--- config.mk ---
export PLATFORM = sky130hd
export DESIGN_NAME = pll_ratio_calc
export DESIGN_NICKNAME = d
export VERILOG_FILES = /design/src/rtl/pll_calc_pkg.sv /design/src/rtl/ratio_log2.sv /design/src/rtl/restoring_div.sv /design/src/rtl/vco_band_sel.sv /design/src/rtl/pll_ratio_calc.sv
export SDC_FILE = /design/constraint.sdc
export NUM_CORES = 1
export LEC_CHECK = 0
export ABC_AREA = 1
export CAP_MARGIN = 20
export CORE_UTILIZATION = 45
export DETAILED_ROUTE_END_ITERATION = 7
export GPL_ROUTABILITY_DRIVEN = 0
export PLACE_DENSITY_LB_ADDON = 0.2
export SYNTH_ARGS = -nofsm -noshare
export SYNTH_HDL_FRONTEND = slang
export SYNTH_SLANG_ARGS = --single-unit
--- constraint.sdc ---
create_clock -name clk_i -period 3.35 [get_ports clk_i]
set_clock_uncertainty 0.15 [all_clocks]
set_input_delay 0.67 -clock clk_i [delete_from_list [all_inputs] [get_ports clk_i]]
set_output_delay 0.67 -clock clk_i [all_outputs]
set_load 0.01 [all_outputs]
--- src/rtl/pll_calc_pkg.sv ---
package pll_calc_pkg;
  typedef enum logic [1:0] {
    ERR_NONE   = 2'b00,
    ERR_ZERO   = 2'b01,
    ERR_ORDER  = 2'b10,
    ERR_QRANGE = 2'b11
  } calc_err_e;

  typedef enum logic [1:0] {
    ST_IDLE = 2'b00,
    ST_LOG  = 2'b01,
    ST_DIV  = 2'b10
  } calc_state_e;
endpackage

--- src/rtl/ratio_log2.sv ---
module ratio_log2 #(
  parameter int N_W = 12,
  parameter int M_W = 9,
  parameter int K_W = $clog2(N_W)
) (
  input  logic           clk_i,
  input  logic           rst_ni,
  input  logic           go_i,
  input  logic [N_W-1:0] n_i,
  input  logic [M_W-1:0] m_i,
  output logic           done_o,
  output logic [K_W-1:0] k_o
);
  logic           busy_q;
  logic [N_W-1:0] n_q, sh_q;
  logic [N_W:0]   sh_next;

  assign sh_next = {sh_q, 1'b0};

  always_ff @(posedge clk_i or negedge rst_ni) begin
    if (!rst_ni) begin
      busy_q <= 1'b0;
      done_o <= 1'b0;
      n_q    <= '0;
      sh_q   <= '0;
      k_o    <= '0;
    end else begin
      done_o <= 1'b0;
      if (go_i) begin
        busy_q <= 1'b1;
        n_q    <= n_i;
        sh_q   <= N_W'(m_i);
        k_o    <= '0;
      end else if (busy_q) begin
        if (sh_next <= {1'b0, n_q}) begin
          sh_q <= sh_next[N_W-1:0];
          k_o  <= k_o + 1'b1;
        end else begin
          busy_q <= 1'b0;
          done_o <= 1'b1;
        end
      end
    end
  end

  // precondition screened by the parent
  assert_log_pre_R6: assert property (@(posedge clk_i) disable iff (!rst_ni)
    go_i |-> (m_i != '0) && (N_W'(m_i) <= n_i));
  assert_shift_bound_R2: assert property (@(posedge clk_i) disable iff (!rst_ni)
    busy_q |-> (sh_q <= n_q) && (sh_q != '0));
endmodule

--- src/rtl/restoring_div.sv ---
module restoring_div #(
  parameter int DW = 16,
  parameter int VW = 9,
  localparam int CW = $clog2(DW + 1)
) (
  input  logic          clk_i,
  input  logic          rst_ni,
  input  logic          go_i,
  input  logic [DW-1:0] dividend_i,
  input  logic [VW-1:0] divisor_i,
  output logic          done_o,
  output logic [DW-1:0] quo_o,
  output logic [VW-1:0] rem_o
);
  logic          busy_q;
  logic [CW-1:0] cnt_q;
  logic [VW-1:0] dv_q;
  logic [VW:0]   shift_w, diff_w;
  logic          ge_w;

  always_comb begin
    shift_w = {rem_o, quo_o[DW-1]};
    ge_w    = shift_w >= {1'b0, dv_q};
    diff_w  = shift_w - {1'b0, dv_q};
  end

  always_ff @(posedge clk_i or negedge rst_ni) begin
    if (!rst_ni) begin
      busy_q <= 1'b0;
      done_o <= 1'b0;
      cnt_q  <= '0;
      dv_q   <= '0;
      quo_o  <= '0;
      rem_o  <= '0;
    end else begin
      done_o <= 1'b0;
      if (go_i) begin
        busy_q <= 1'b1;
        cnt_q  <= CW'(DW);
        dv_q   <= divisor_i;
        quo_o  <= dividend_i;
        rem_o  <= '0;
      end else if (busy_q) begin
        rem_o <= ge_w ? diff_w[VW-1:0] : shift_w[VW-1:0];
        quo_o <= {quo_o[DW-2:0], ge_w};
        cnt_q <= cnt_q - 1'b1;
        if (cnt_q == CW'(1)) begin
          busy_q <= 1'b0;
          done_o <= 1'b1;
        end
      end
    end
  end

  assert_div_nonzero_R4: assert property (@(posedge clk_i) disable iff (!rst_ni)
    go_i |-> divisor_i != '0);
  assert_rem_bound_R4: assert property (@(posedge clk_i) disable iff (!rst_ni)
    busy_q |-> rem_o < dv_q);
endmodule

--- src/rtl/vco_band_sel.sv ---
module vco_band_sel #(
  parameter int F_W     = 8,
  parameter bit EN_BAND = 1'b1,
  parameter int EDGE_1  = 125,
  parameter int EDGE_2  = 150,
  parameter int EDGE_3  = 175
) (
  input  logic [F_W-1:0] mhz_i,
  output logic [1:0]     band_o
);
  if (EN_BAND) begin : g_band
    always_comb begin
      if      (32'(mhz_i) < EDGE_1) band_o = 2'b00;
      else if (32'(mhz_i) < EDGE_2) band_o = 2'b01;
      else if (32'(mhz_i) < EDGE_3) band_o = 2'b10;
      else                          band_o = 2'b11;
    end
  end else begin : g_noband
    assign band_o = 2'b00;
  end
endmodule

--- src/rtl/pll_ratio_calc.sv ---
module pll_ratio_calc
  import pll_calc_pkg::*;
#(
  parameter int N_W     = 12,
  parameter int M_W     = 9,
  parameter int F_W     = 8,
  parameter int P_TOP   = 4,
  parameter int Q_LO    = 16,
  parameter int Q_HI    = 63,
  parameter bit EN_BAND = 1'b1,
  localparam int P_W  = $clog2(P_TOP + 1),
  localparam int NS_W = N_W + P_TOP,
  localparam int K_W  = $clog2(N_W)
) (
  input  logic            clk_i,
  input  logic            rst_ni,
  input  logic            start_i,
  input  logic [N_W-1:0]  n_i,
  input  logic [M_W-1:0]  m_i,
  input  logic [F_W-1:0]  vco_mhz_i,
  output logic            busy_o,
  output logic            done_o,
  output logic            valid_o,
  output logic [1:0]      err_o,
  output logic [1:0]      band_o,
  output logic [P_W-1:0]  p_o,
  output logic [NS_W-1:0] nsc_o,
  output logic [NS_W-1:0] q_o,
  output logic [M_W-1:0]  r_o
);
  calc_state_e    state_q;
  logic [N_W-1:0] n_q;
  logic [M_W-1:0] m_q;
  logic [P_W-1:0] p_q;
  logic [1:0]     band_pend_q, band_w;
  logic           accept_w, zero_w, order_w, log_go_w, div_go_w;
  logic           log_done_w, div_done_w;
  logic [K_W-1:0] k_w;
  logic [P_W-1:0] p_w;
  logic [NS_W-1:0] quo_w;
  logic [M_W-1:0]  rem_w;
  logic           qbad_w;

  assign accept_w = (state_q == ST_IDLE) && start_i;
  assign zero_w   = (n_i == '0) || (m_i == '0);
  assign order_w  = n_i < N_W'(m_i);
  assign log_go_w = accept_w && !zero_w && !order_w;
  assign p_w      = (k_w > K_W'(P_TOP)) ? '0 : P_W'(P_TOP - int'(k_w));
  assign div_go_w = (state_q == ST_LOG) && log_done_w;
  assign qbad_w   = (quo_w < NS_W'(Q_LO)) || (quo_w > NS_W'(Q_HI));
  assign busy_o   = state_q != ST_IDLE;

  vco_band_sel #(.F_W(F_W), .EN_BAND(EN_BAND)) u_band (
    .mhz_i (vco_mhz_i),
    .band_o(band_w)
  );

  ratio_log2 #(.N_W(N_W), .M_W(M_W), .K_W(K_W)) u_log (
    .clk_i (clk_i),
    .rst_ni(rst_ni),
    .go_i  (log_go_w),
    .n_i   (n_i),
    .m_i   (m_i),
    .done_o(log_done_w),
    .k_o   (k_w)
  );

  restoring_div #(.DW(NS_W), .VW(M_W)) u_div (
    .clk_i     (clk_i),
    .rst_ni    (rst_ni),
    .go_i      (div_go_w),
    .dividend_i(NS_W'(n_q) << p_w),
    .divisor_i (m_q),
    .done_o    (div_done_w),
    .quo_o     (quo_w),
    .rem_o     (rem_w)
  );

  always_ff @(posedge clk_i or negedge rst_ni) begin
    if (!rst_ni) begin
      state_q     <= ST_IDLE;
      n_q         <= '0;
      m_q         <= '0;
      p_q         <= '0;
      band_pend_q <= '0;
      done_o      <= 1'b0;
      valid_o     <= 1'b0;
      err_o       <= ERR_NONE;
      band_o      <= '0;
      p_o         <= '0;
      nsc_o       <= '0;
      q_o         <= '0;
      r_o         <= '0;
    end else begin
      done_o <= 1'b0;
      unique case (state_q)
        ST_IDLE: if (accept_w) begin
          n_q         <= n_i;
          m_q         <= m_i;
          band_pend_q <= band_w;
          if (zero_w || order_w) begin
            done_o  <= 1'b1;
            valid_o <= 1'b0;
            err_o   <= zero_w ? ERR_ZERO : ERR_ORDER;
            band_o  <= band_w;
            p_o     <= '0;
            nsc_o   <= '0;
            q_o     <= '0;
            r_o     <= '0;
          end else begin
            state_q <= ST_LOG;
          end
        end
        ST_LOG: if (log_done_w) begin
          p_q     <= p_w;
          state_q <= ST_DIV;
        end
        ST_DIV: if (div_done_w) begin
          state_q <= ST_IDLE;
          done_o  <= 1'b1;
          valid_o <= !qbad_w;
          err_o   <= qbad_w ? ERR_QRANGE : ERR_NONE;
          band_o  <= band_pend_q;
          p_o     <= p_q;
          nsc_o   <= NS_W'(n_q) << p_q;
          q_o     <= quo_w;
          r_o     <= rem_w;
        end
        default: state_q <= ST_IDLE;
      endcase
    end
  end

  assert_done_pulse_R8: assert property (@(posedge clk_i) disable iff (!rst_ni)
    done_o |=> !done_o);
  assert_hold_R9: assert property (@(posedge clk_i) disable iff (!rst_ni)
    (!busy_o && !start_i) |=> $stable(q_o) && $stable(r_o) && $stable(err_o) && $stable(p_o));
  assert_p_range_R2: assert property (@(posedge clk_i) disable iff (!rst_ni)
    done_o |-> p_o <= P_W'(P_TOP));
  assert_q_legal_R7: assert property (@(posedge clk_i) disable iff (!rst_ni)
    (done_o && valid_o) |-> (q_o >= NS_W'(Q_LO)) && (q_o <= NS_W'(Q_HI)) && (r_o < m_q));
endmodule

==> results.md <==
* CTS tree: built
* Total CTS buffers at 17
* R2r endpoint: u_div.quo_o[0]
* Crit Reg-Reg Startpoint: u_div.quo_o[15]
* Post-CTS Resized at 0
* Worst setup endpoint: busy_o
* Compound-Gate Fraction of Synth Area at 7.87%
* Root buf cell: clkbuf_16
* Post-Syn Instances at 1,108
* Setup repair bufs after CTS at 0
* Router iterations before antenna repair at 7
* Clock power frac at 18.3%
* Sw Share at 44.2%
* Critical path startpoint: state_q[1]
* Synth Area in XOR/XNOR at 0.531%
* Crit Path Max Fanout at 30
* Clock transition at path regs at 0.06 ns
* Placement Cell Area at 9290 sq um
* Asr flop ratio synth at 100%
* Fraction of layout cells with a size suffix above 1 at 5.54%
* Most frequent cells after synthesis: 405 x nand2_1, 149 x dfrtp_1, 145 x nand3_1
* Max-slew headroom at 59.9%
* Drt total wl at between 20,000 and 25,000 um
* Fmax at 375 MHz
* Ant diodes at 0
* P&R area growth vs syn at 19.1%
* Total number of vias at about 7,400
* Max Slew Vio Count at 0
* DRC Markers at 2
* Required @ worst endpoint at 2.53 ns
* Nets at between 1,000 and 1,500
* Startpoint type of the worst setup path: flop
* Vias per Instance at approximately 5.2
* # IOs at 83
* Worst Tran Pin Value at ~0.6 ns
* Seq/Total Area, Yosys at 45.2%
* Syn nets at 1,173
* Longest Clk Path Bufs at 2
* Most common cell in the netlist: nand2_1
* Avg Cell Area, Syn at 7.44 sq um
* RSZ-0062 raised after global routing: false
* Post-synthesis mux area share at 0%
* Vias in the first global route at around 6,600
* Filler Cell Count at 1,766
* Core Footprint at roughly 18,000 sq um
* Worst Reg2Reg Path Length in Cells at 12
* Final HPWL DP at 15,200 um
* CP arrival at 1.85 ns
* Crit. End Element: output port
* GR Util All Layers at between 20% and 30%
* Distinct cells, synth at 36
* VDD IR max at 0.495 mV
* Final hold violation count at 0
* DIE AREA at 18,900 sq um
* Starting Density at 45.9%
* Worst min path class: input port to async pin
* WL/cell at roughly 14 um
* Post-Synth Adder-Cell Area at 5.10%
* Largest net degree at the start of global routing at 63
* Yosys top cell area share at 45.2%
* Synth warn at 0
* Area leader, netlist: dfrtp_1
* Post-Route Setup TNS at 0 ns
* Post-DRT Antenna Nets at 0
* FF-to-FF setup slack at 0.89 ns
* Top cells by area, synth: dfrtp_1 45%, nand2_1 18%, nand3_1 8.8%
* Post-Synth Simple-Gate Area at between 30% and 40%
* CTS sink cnt at 149
* Final period util at 79.6%
* Post-CTS Hold Buffers at 0
* Flops & latches, synth at 149
* Pwr per Cell Area at a little under 1000 nW/um^2
* Largest family of logic cells by synthesized area: simple AND/OR/NAND/NOR gates
* First-pass GRT wire length at around 33,000 um
* Crit path time final at 2.67 ns
* Number of I/O port buffers at 82
* Net Sw Power at 4.24 mW
* Comb power frac at 48.2%
* Clock latency at the later pin of the worst-skew pair at 0.42 ns
* Pint at 5.35 mW
* P_leak at 5.00 nW
* Seq pwr share at 33.6%
* Die Ht at 137 um
* FP Rows at 49
* Final setup fails at 0
* Max-Cap Viols at 0
* Final Cell Area at between 9000 and 10,000 sq um
* Status: finished with violations
* Main synth FF type: dfrtp_1
* Post-synth EDFFs at 0
* Failing checks: DRC
* CTS H-tree depth at 4
* Initial antenna violation count at 0
* Netlist Area Pre-Place at 8250 sq um
* DR iter-0 viols at 512
* Die extent in x at 137 um
* CP Class: flop to output port
* Global route overflow at 0
[worst min-delay path by stage]
stage | endpoint | from | slack, ns
final | r_o[0] | rst_ni | 0.05
after global placement | state_q[1] | u_div.done_o | 0.30
after CTS | r_o[0] | rst_ni | 0.06
after global routing | r_o[0] | rst_ni | 0.1
after floorplan | band_o[0] | rst_ni | 0.22
after detailed placement | r_o[4] | r_o[4] | 0.31
[cells by family (layout without fill, tap and decap cells)]
group           count (synthesis)  count (layout)
fa+ha+maj                      33              33
xor+xnor                        5               5
flops                         149             149
compound gates                121             121
simple gates                  653             653
buf+inv                       147             230
[per-stage QoR]
step / cells / util (%) / worst slack [ns] / hold slack, ns / total power [mW]
finish: 1420 / 54.7 / 0.684 / 0.0536 / 9.58
global route: 1420 / 54.7 / 0.515 / 0.0951 / 10.4
CTS: 1420 / 54.7 / 0.683 / 0.0650 / 9.60
detailed placement: 1389 / 51.7 / 0.282 / 0.308 / 7.81
global placement: 1389 / 51.7 / 0.346 / 0.297 / 7.75
floorplan: 1108 / - / 1.14 / 0.224 / 6.36
[cell type report]
type	count	area (sq um)	area share (%)
Clock buffer	22	454	4.62
Tap cell	229	287	2.92
Sequential cell	149	3730	38.0
Clock inverter	9	81.3	0.828
Inverter	100	375	3.82
Multi-Input combinational cell	812	3920	39.9
Timing Repair Buffer	99	975	9.92
[layout by cell type, fill, tap and decap left out, types with 4 or more instances in the layout]
cell	netlist	layout
nand2_1	405	405
dfrtp_1	149	149
nand3_1	145	145
inv_1	92	92
clkdlybuf4s50_1	0	81
o21ai_0	78	78
nor2_1	44	44
nand4_1	37	37
ha_1	32	32
a21oi_1	24	24
clkbuf_16	0	17
buf_4	4	15
nand3b_1	6	6
inv_2	5	5
nand2_2	5	5
o21a_1	5	5
clkbuf_1	19	4
clkinv_2	0	4
[routing by layer]
layer	GRT usage, %	wire length [um]	vias up
met4	8.30	410	0
met2	34.6	8920	184
met1	33.1	10300	3407
met5	0	0	-
met3	3.75	834	27
li1	-	-	3763
[worst max-delay path: stages (launching register included)]
cell	delay, ns
dfrtp_1	0.36
buf_4	0.31
nor2_1	0.11
inv_1	0.06
clkdlybuf4s50_1	0.58
[state kept, by name (all words and copies together), names as in the netlist, 3 cells and up]
signal / flops
u_log.sh_q: 12
u_div.cnt_q: 5
u_log.k_o: 4
q_o: 16
p_o: 3
u_div.dv_q: 9
u_div.quo_o: 16
nsc_o: 16
u_log.n_q: 12
m_q: 9
r_o: 9
n_q: 12
p_q: 3
u_div.rem_o: 9
[power groups by stage]
stage          Combinational [mW]  Clock (mW)  Sequential, mW
2_1_floorplan                3.29           0            3.08
3_3_place_gp                 4.52           0            3.23
3_5_place_dp                 4.58           0            3.23
4_1_cts                      4.61        1.79            3.20
5_1_grt                      5.25        1.86            3.32
6_report                     4.62        1.75            3.22
Note: power is estimated with default switching activity, not from simulation.
